## src/rtl/dice_pkg.sv

```systemverilog
`timescale 1ns/1ps
package dice_pkg;
  localparam int FACE_W   = 3;
  localparam int PIP_W    = 7;
  localparam int SEL_W    = 2;
  localparam int MAX_FACE = 6;
  localparam int OPP_SUM  = MAX_FACE + 1;
  localparam int N_NBR    = 1 << SEL_W;

  typedef logic [FACE_W-1:0] face_t;
  typedef logic [PIP_W-1:0]  pips_t;
  typedef logic [SEL_W-1:0]  sel_t;

  localparam face_t FACE_ONE = face_t'(1);

  // pip bit positions
  localparam int PIP_TL = 6;
  localparam int PIP_ML = 5;
  localparam int PIP_BL = 4;
  localparam int PIP_MC = 3;
  localparam int PIP_TR = 2;
  localparam int PIP_MR = 1;
  localparam int PIP_BR = 0;
endpackage

```

## src/rtl/dice_phase.sv

```systemverilog
`timescale 1ns/1ps
module dice_phase (
  input  logic clk,
  input  logic rst_n,
  output logic phase_o
);
  always_ff @(posedge clk or negedge rst_n) begin
    if (!rst_n) phase_o <= 1'b0;
    else        phase_o <= ~phase_o;
  end

  assert_phase_rise_R2: assert property (@(posedge clk) disable iff (!rst_n)
    !phase_o |=> phase_o);
  assert_phase_fall_R2: assert property (@(posedge clk) disable iff (!rst_n)
    phase_o |=> !phase_o);
endmodule

```

## src/rtl/dice_nbr_sel.sv

```systemverilog
`timescale 1ns/1ps
module dice_nbr_sel
  import dice_pkg::*;
(
  input  face_t face_i,
  input  sel_t  sel_i,
  output face_t next_o,
  output logic  legal_o
);
  always_comb begin
    int idx;
    int f;
    f       = int'(face_i);
    idx     = 0;
    legal_o = (f >= 1) && (f <= MAX_FACE);
    next_o  = FACE_ONE;
    for (int k = 1; k <= MAX_FACE; k++) begin
      if ((k != f) && (k != OPP_SUM - f)) begin
        if (idx == int'(sel_i)) next_o = face_t'(k);
        idx++;
      end
    end
    if (!legal_o) next_o = FACE_ONE;
  end
endmodule

```

## src/rtl/dice_pip_dec.sv

```systemverilog
`timescale 1ns/1ps
module dice_pip_dec
  import dice_pkg::*;
(
  input  face_t face_i,
  output pips_t pips_o
);
  always_comb begin
    pips_o = '0;
    case (face_i)
      face_t'(1): pips_o[PIP_MC] = 1'b1;
      face_t'(2): begin
        pips_o[PIP_TL] = 1'b1; pips_o[PIP_BR] = 1'b1;
      end
      face_t'(3): begin
        pips_o[PIP_TL] = 1'b1; pips_o[PIP_MC] = 1'b1; pips_o[PIP_BR] = 1'b1;
      end
      face_t'(4): begin
        pips_o[PIP_TL] = 1'b1; pips_o[PIP_BL] = 1'b1;
        pips_o[PIP_TR] = 1'b1; pips_o[PIP_BR] = 1'b1;
      end
      face_t'(5): begin
        pips_o[PIP_TL] = 1'b1; pips_o[PIP_BL] = 1'b1; pips_o[PIP_MC] = 1'b1;
        pips_o[PIP_TR] = 1'b1; pips_o[PIP_BR] = 1'b1;
      end
      face_t'(6): begin
        pips_o[PIP_TL] = 1'b1; pips_o[PIP_ML] = 1'b1; pips_o[PIP_BL] = 1'b1;
        pips_o[PIP_TR] = 1'b1; pips_o[PIP_MR] = 1'b1; pips_o[PIP_BR] = 1'b1;
      end
      face_t'(0): begin
        pips_o[PIP_ML] = 1'b1; pips_o[PIP_MC] = 1'b1; pips_o[PIP_MR] = 1'b1;
      end
      default: pips_o = '1;
    endcase
  end
endmodule

```

## src/rtl/dice_roll_ctrl.sv

```systemverilog
`timescale 1ns/1ps
module dice_roll_ctrl
  import dice_pkg::*;
#(
  parameter int RESET_FACE = 1
) (
  input  logic       clk,
  input  logic       rst_n,
  input  logic       roll_en,
  input  logic [1:0] rand_bits,
  output logic [2:0] face,
  output logic [6:0] pips
);
  localparam face_t RST_FACE = face_t'(RESET_FACE);

  logic  phase;
  logic  roll;
  logic  legal;
  face_t nbr;
  pips_t nbr_pips;
  pips_t rst_pips;
  face_t face_q;
  pips_t pips_q;

  dice_phase u_phase (.clk(clk), .rst_n(rst_n), .phase_o(phase));

  dice_nbr_sel u_nbr (
    .face_i(face_q), .sel_i(sel_t'(rand_bits)), .next_o(nbr), .legal_o(legal)
  );

  dice_pip_dec u_dec_next (.face_i(nbr),      .pips_o(nbr_pips));
  dice_pip_dec u_dec_rst  (.face_i(RST_FACE), .pips_o(rst_pips));

  assign roll = phase & roll_en;

  always_ff @(posedge clk or negedge rst_n) begin
    if (!rst_n) begin
      face_q <= RST_FACE;
      pips_q <= rst_pips;
    end else if (roll) begin
      face_q <= nbr;
      pips_q <= nbr_pips;
    end
  end

  assign face = face_q;
  assign pips = pips_q;

  assert_hold_face_R2: assert property (@(posedge clk) disable iff (!rst_n)
    !roll |=> $stable(face_q));
  assert_hold_pips_R2: assert property (@(posedge clk) disable iff (!rst_n)
    !roll |=> $stable(pips_q));
  assert_no_stay_R4: assert property (@(posedge clk) disable iff (!rst_n)
    (roll && legal) |=> (face_q != $past(face_q)));
  assert_no_opposite_R5: assert property (@(posedge clk) disable iff (!rst_n)
    (roll && legal) |=> (4'(face_q) + 4'($past(face_q)) != 4'(OPP_SUM)));
  assert_land_legal_R3: assert property (@(posedge clk) disable iff (!rst_n)
    roll |=> (face_q >= 3'd1 && face_q <= 3'(MAX_FACE)));
  assert_error_recover_R8: assert property (@(posedge clk) disable iff (!rst_n)
    (roll && !legal) |=> (face_q == FACE_ONE));
endmodule

```

## config.mk

```make
export PLATFORM = sky130hd
export DESIGN_NAME = dice_roll_ctrl
export DESIGN_NICKNAME = d
export VERILOG_FILES = /design/src/rtl/dice_pkg.sv /design/src/rtl/dice_phase.sv /design/src/rtl/dice_nbr_sel.sv /design/src/rtl/dice_pip_dec.sv /design/src/rtl/dice_roll_ctrl.sv
export SDC_FILE = /design/constraint.sdc
export NUM_CORES = 1
export LEC_CHECK = 0
export BUFFER_PORTS_ARGS = -buffer_cell sky130_fd_sc_hd__buf_2
export CAP_MARGIN = 40
export CORE_MARGIN = 2
export CORE_UTILIZATION = 53
export DETAILED_ROUTE_END_ITERATION = 7
export PLACE_DENSITY = 0.76
export SLEW_MARGIN = 5
export SYNTH_ARGS = -nofsm -noshare
export SYNTH_HDL_FRONTEND = slang
export SYNTH_SLANG_ARGS = --single-unit
```

## constraint.sdc

```tcl
create_clock -name clk -period 4.4 [get_ports clk]
set_input_delay 0.88 -clock clk [delete_from_list [all_inputs] [get_ports clk]]
set_output_delay 0.88 -clock clk [all_outputs]
set_load 0.02 [all_outputs]
```

==> impl_metrics.env <==
export IMPL_drive_gt1_share_pct=24.8
export IMPL_route_detailed_drc=0
export IMPL_wire_per_inst_um=14.1
export IMPL_synth_warnings=0
export IMPL_place_port_buffers=14
export IMPL_core_um2=1320
export IMPL_dieArea_um2=1750
export IMPL_cp_buffers_inverters=0
export IMPL_path_delay_family="compound AO/OA/AOI/OAI gates"
export IMPL_drv_slew=0
export IMPL_post_dp_cell_area_um2=810
export IMPL_cts_buffers_inserted=3
export IMPL_synthCells=89
export IMPL_cap_violations=0
export IMPL_p_per_area_nw_per_um2=858
export IMPL_cts_tree="yes"
export IMPL_cp_common_cell="a21oi_1"
export IMPL_max_vdd_ir_drop_mv=0.607
export IMPL_min_period_ns=3.33
export IMPL_path_cells="or3b_2 > and2_1 > ha_1 > a21oi_1 > a21oi_1 > ha_1 > and3_1 > o221a_4 > a211o_1 > a31oi_2 > a21oi_1"
export IMPL_seqPwrFrac_pct=18.2
export IMPL_rsz0062_at_grt="false"
export IMPL_gp_congestion=0.935
export IMPL_tightestPinTransition_ns=0.501
export IMPL_cpPeakStageDelay_ns=0.61
export IMPL_final_common_cell="buf_2"
export IMPL_die_x_um=41.9
export IMPL_num_antenna_cells=0
export IMPL_antenna_left=0
export IMPL_fin_nets=112
export IMPL_status="finished, final reports clean"
export IMPL_grt_pass1_vias=577
export IMPL_worst_slack_ns=1.07
export IMPL_fp_row_count=13
export IMPL_root_buffer="clkbuf_4"
export IMPL_dr_total_vias=688
export IMPL_path_clk_slew_ns=0.05
export IMPL_combPwrFrac_pct=73.2
export IMPL_hold_class="flop to flop"
export IMPL_fin_crit_sh_pct=75.7
export IMPL_crit_slowest_cell="dfstp_2"
export IMPL_critPathRequiredTime_ns=4.52
export IMPL_grt_usage_pct=20.3
export IMPL_overflow=0
export IMPL_internal_power_mw=0.366
export IMPL_synth_seq_area_share_pct=26.7
export IMPL_die_y_um=41.9
export IMPL_worst_setup_path_type="flop to flop"
export IMPL_critPathArrivalTime_ns=3.45
export IMPL_placed_cells=112
export IMPL_final_cell_mix="14 x buf_2, 8 x inv_1, 6 x o21ai_0, 6 x nand2_1, 6 x dfrtp_1"
export IMPL_setup_viol=0
export IMPL_ys_ff_latch=8
export IMPL_fin_area_um2=836
export IMPL_fmax_mhz=300
export IMPL_num_fill_cells=120
export IMPL_fin_tns_setup_ns=0
export IMPL_synth_fp_nets=99
export IMPL_slew_headroom_pct=66.2
export IMPL_fin_cells=116
export IMPL_drtPass1Iterations=4
export IMPL_clkPwrFrac_pct=8.6
export IMPL_finalClockSkew_ns=0.0174
export IMPL_syn_area_per_cell_um2=8.53
export IMPL_wl_um=1640
export IMPL_holdBufCountCts=0
export IMPL_p_sw_mw=0.351
export IMPL_post_cts_buffers=0
export IMPL_pre_cts_ws_ns=1.11
export IMPL_end_kind="flop"
export IMPL_grt_max_degree=13
export IMPL_p_leak_nw=0.396
export IMPL_dp_hpwl_um=1270
export IMPL_crit_path_max_fanout=11
export IMPL_p_sw_share_pct=48.9
export IMPL_clock_latency_ns=0.27
export IMPL_h_tree_depth=1
export IMPL_netlist_area_um2=759
export IMPL_grt_pass1_wl_um=2690
export IMPL_pin_count=15
export IMPL_drt_iter0_drc=34
export IMPL_clkSinkCount=8
export IMPL_postCtsResizedCells=0
export IMPL_area_delta_synth_final_pct=10.0
export IMPL_via_per_inst=5.93
export IMPL_finalHoldViolations=0
export IMPL_cts_path_max_buffers=2
export IMPL_start_util_pct=57.6
export IMPL_yosysUniqueCellTypes=39
export IMPL_start_kind="flop"
export IMPL_grt_antenna_before_repair=0
export IMPL_whs_ns=0.433
worst reg2reg max path, cell delays in order (launching register included):
cell and delay, ns:
dfstp_2 0.61, or3b_2 0.48, and2_1 0.18, ha_1 0.28, a21oi_1 0.26, a21oi_1 0.09, ha_1 0.21, and3_1 0.19
o221a_4 0.23, a211o_1 0.32, a31oi_2 0.25, a21oi_1 0.10
registers in the layout, indices dropped and copies added, names as in the netlist:
| signal | cells |
|---|---|
| face | 3 |
| u_phase.phase_o | 1 |
| pips | 4 |
per-stage QoR:
step | util, % | total power [mW]
after CTS | 63.4 | 0.714
after detailed placement | 61.4 | 0.649
after floorplan | - | 0.561
final | 63.4 | 0.717
after global routing | 63.4 | 0.786
after global placement | 61.4 | 0.637
Yosys cell counts:
| cell type | count | area [um2] |
|---|---|---|
| buf_2 | 1 | 5.00 |
| o31ai_1 | 1 | 7.51 |
| dfstp_2 | 2 | 52.6 |
| or3b_4 | 1 | 11.3 |
| a31oi_1 | 1 | 6.26 |
| a221oi_1 | 1 | 8.76 |
| nand2b_1 | 2 | 12.5 |
| a31oi_2 | 1 | 12.5 |
| o311ai_0 | 1 | 8.76 |
| clkbuf_1 | 1 | 3.75 |
| a31o_2 | 1 | 8.76 |
| a21oi_1 | 5 | 25.0 |
| o21ai_0 | 6 | 30.0 |
| nor2_1 | 3 | 11.3 |
| xor2_1 | 1 | 8.76 |
| and2_1 | 4 | 25.0 |
| nor4b_1 | 1 | 8.76 |
| xnor2_1 | 3 | 26.3 |
| dfrtp_1 | 6 | 150 |
| a311oi_1 | 1 | 8.76 |
| a211o_1 | 1 | 8.76 |
| a2bb2oi_1 | 3 | 26.3 |
| nor4bb_1 | 1 | 10.0 |
| nand2_1 | 6 | 22.5 |
| o21ai_1 | 1 | 5.00 |
| nand3_1 | 2 | 10.0 |
| nand3b_1 | 2 | 15.0 |
| o22ai_1 | 1 | 6.26 |
| nand4_1 | 2 | 12.5 |
| a221o_1 | 1 | 10.0 |
| buf_4 | 4 | 30.0 |
| ha_1 | 5 | 62.6 |
| and3_1 | 3 | 18.8 |
| o221a_4 | 1 | 20.0 |
| a211oi_1 | 1 | 7.51 |
| or3b_1 | 1 | 8.76 |
| or3b_2 | 2 | 17.5 |
| or3_1 | 1 | 6.26 |
| inv_1 | 8 | 30.0 |
power by group through the flow:
stage          logic [mW]  registers (mW)  clock network [mW]
6_report            0.525           0.130              0.0618
5_1_grt             0.583           0.136              0.0671
4_1_cts             0.520           0.130              0.0636
3_5_place_dp        0.518           0.131                   0
3_3_place_gp        0.508           0.129                   0
2_1_floorplan       0.419           0.142                   0
kinds of logic after synthesis:
group	after synthesis	synth area share, %
AO/OA/AOI/OAI	27	26.4
XOR/XNOR	4	4.61
adder cells (fa/ha/maj)	5	8.24
buffers and inverters	14	9.06
flip-flops	8	26.7
AND/OR/NAND/NOR	31	25.0
path summary, 6_finish.rpt:
check | from | endpoint | slack (ns) | cells past startpoint
setup / recovery | face[0]$_DFFE_PN1P_ | pips[0]$_DFFE_PN0P_ | 1.07 | 11
hold / removal | u_phase.phase_o$_DFF_PN0_ | u_phase.phase_o$_DFF_PN0_ | 0.43 | 1
min in group asynchronous | rst_n | face[1]$_DFFE_PN0P_ | 0.44 | 1
hold reg to reg | u_phase.phase_o$_DFF_PN0_ | u_phase.phase_o$_DFF_PN0_ | 0.43 | 1
max in group asynchronous | rst_n | face[0]$_DFFE_PN1P_ | 3.70 | 1
setup reg to reg | face[0]$_DFFE_PN1P_ | pips[0]$_DFFE_PN0P_ | 1.07 | 11
area by class of cell:
cell class                 instances  area, um2  area share, %
clock buffer                       4       26.3           3.14
multi-input combinational         67        488           58.4
sequential                         8        203           24.3
inverter                           8       30.0           3.59
timing repair buffer              14       70.1           8.38
tap                               15       18.8           2.25
layer usage:
| layer | share of wire (%) | global-route usage [%] |
|---|---|---|
| met2 | 46 | 30.3 |
| met5 | 0 | 0 |
| met3 | 5.3 | 6.52 |
| met4 | 0 | 1.94 |
| met1 | 49 | 29.5 |
Note: power is estimated with default switching activity, not from simulation.
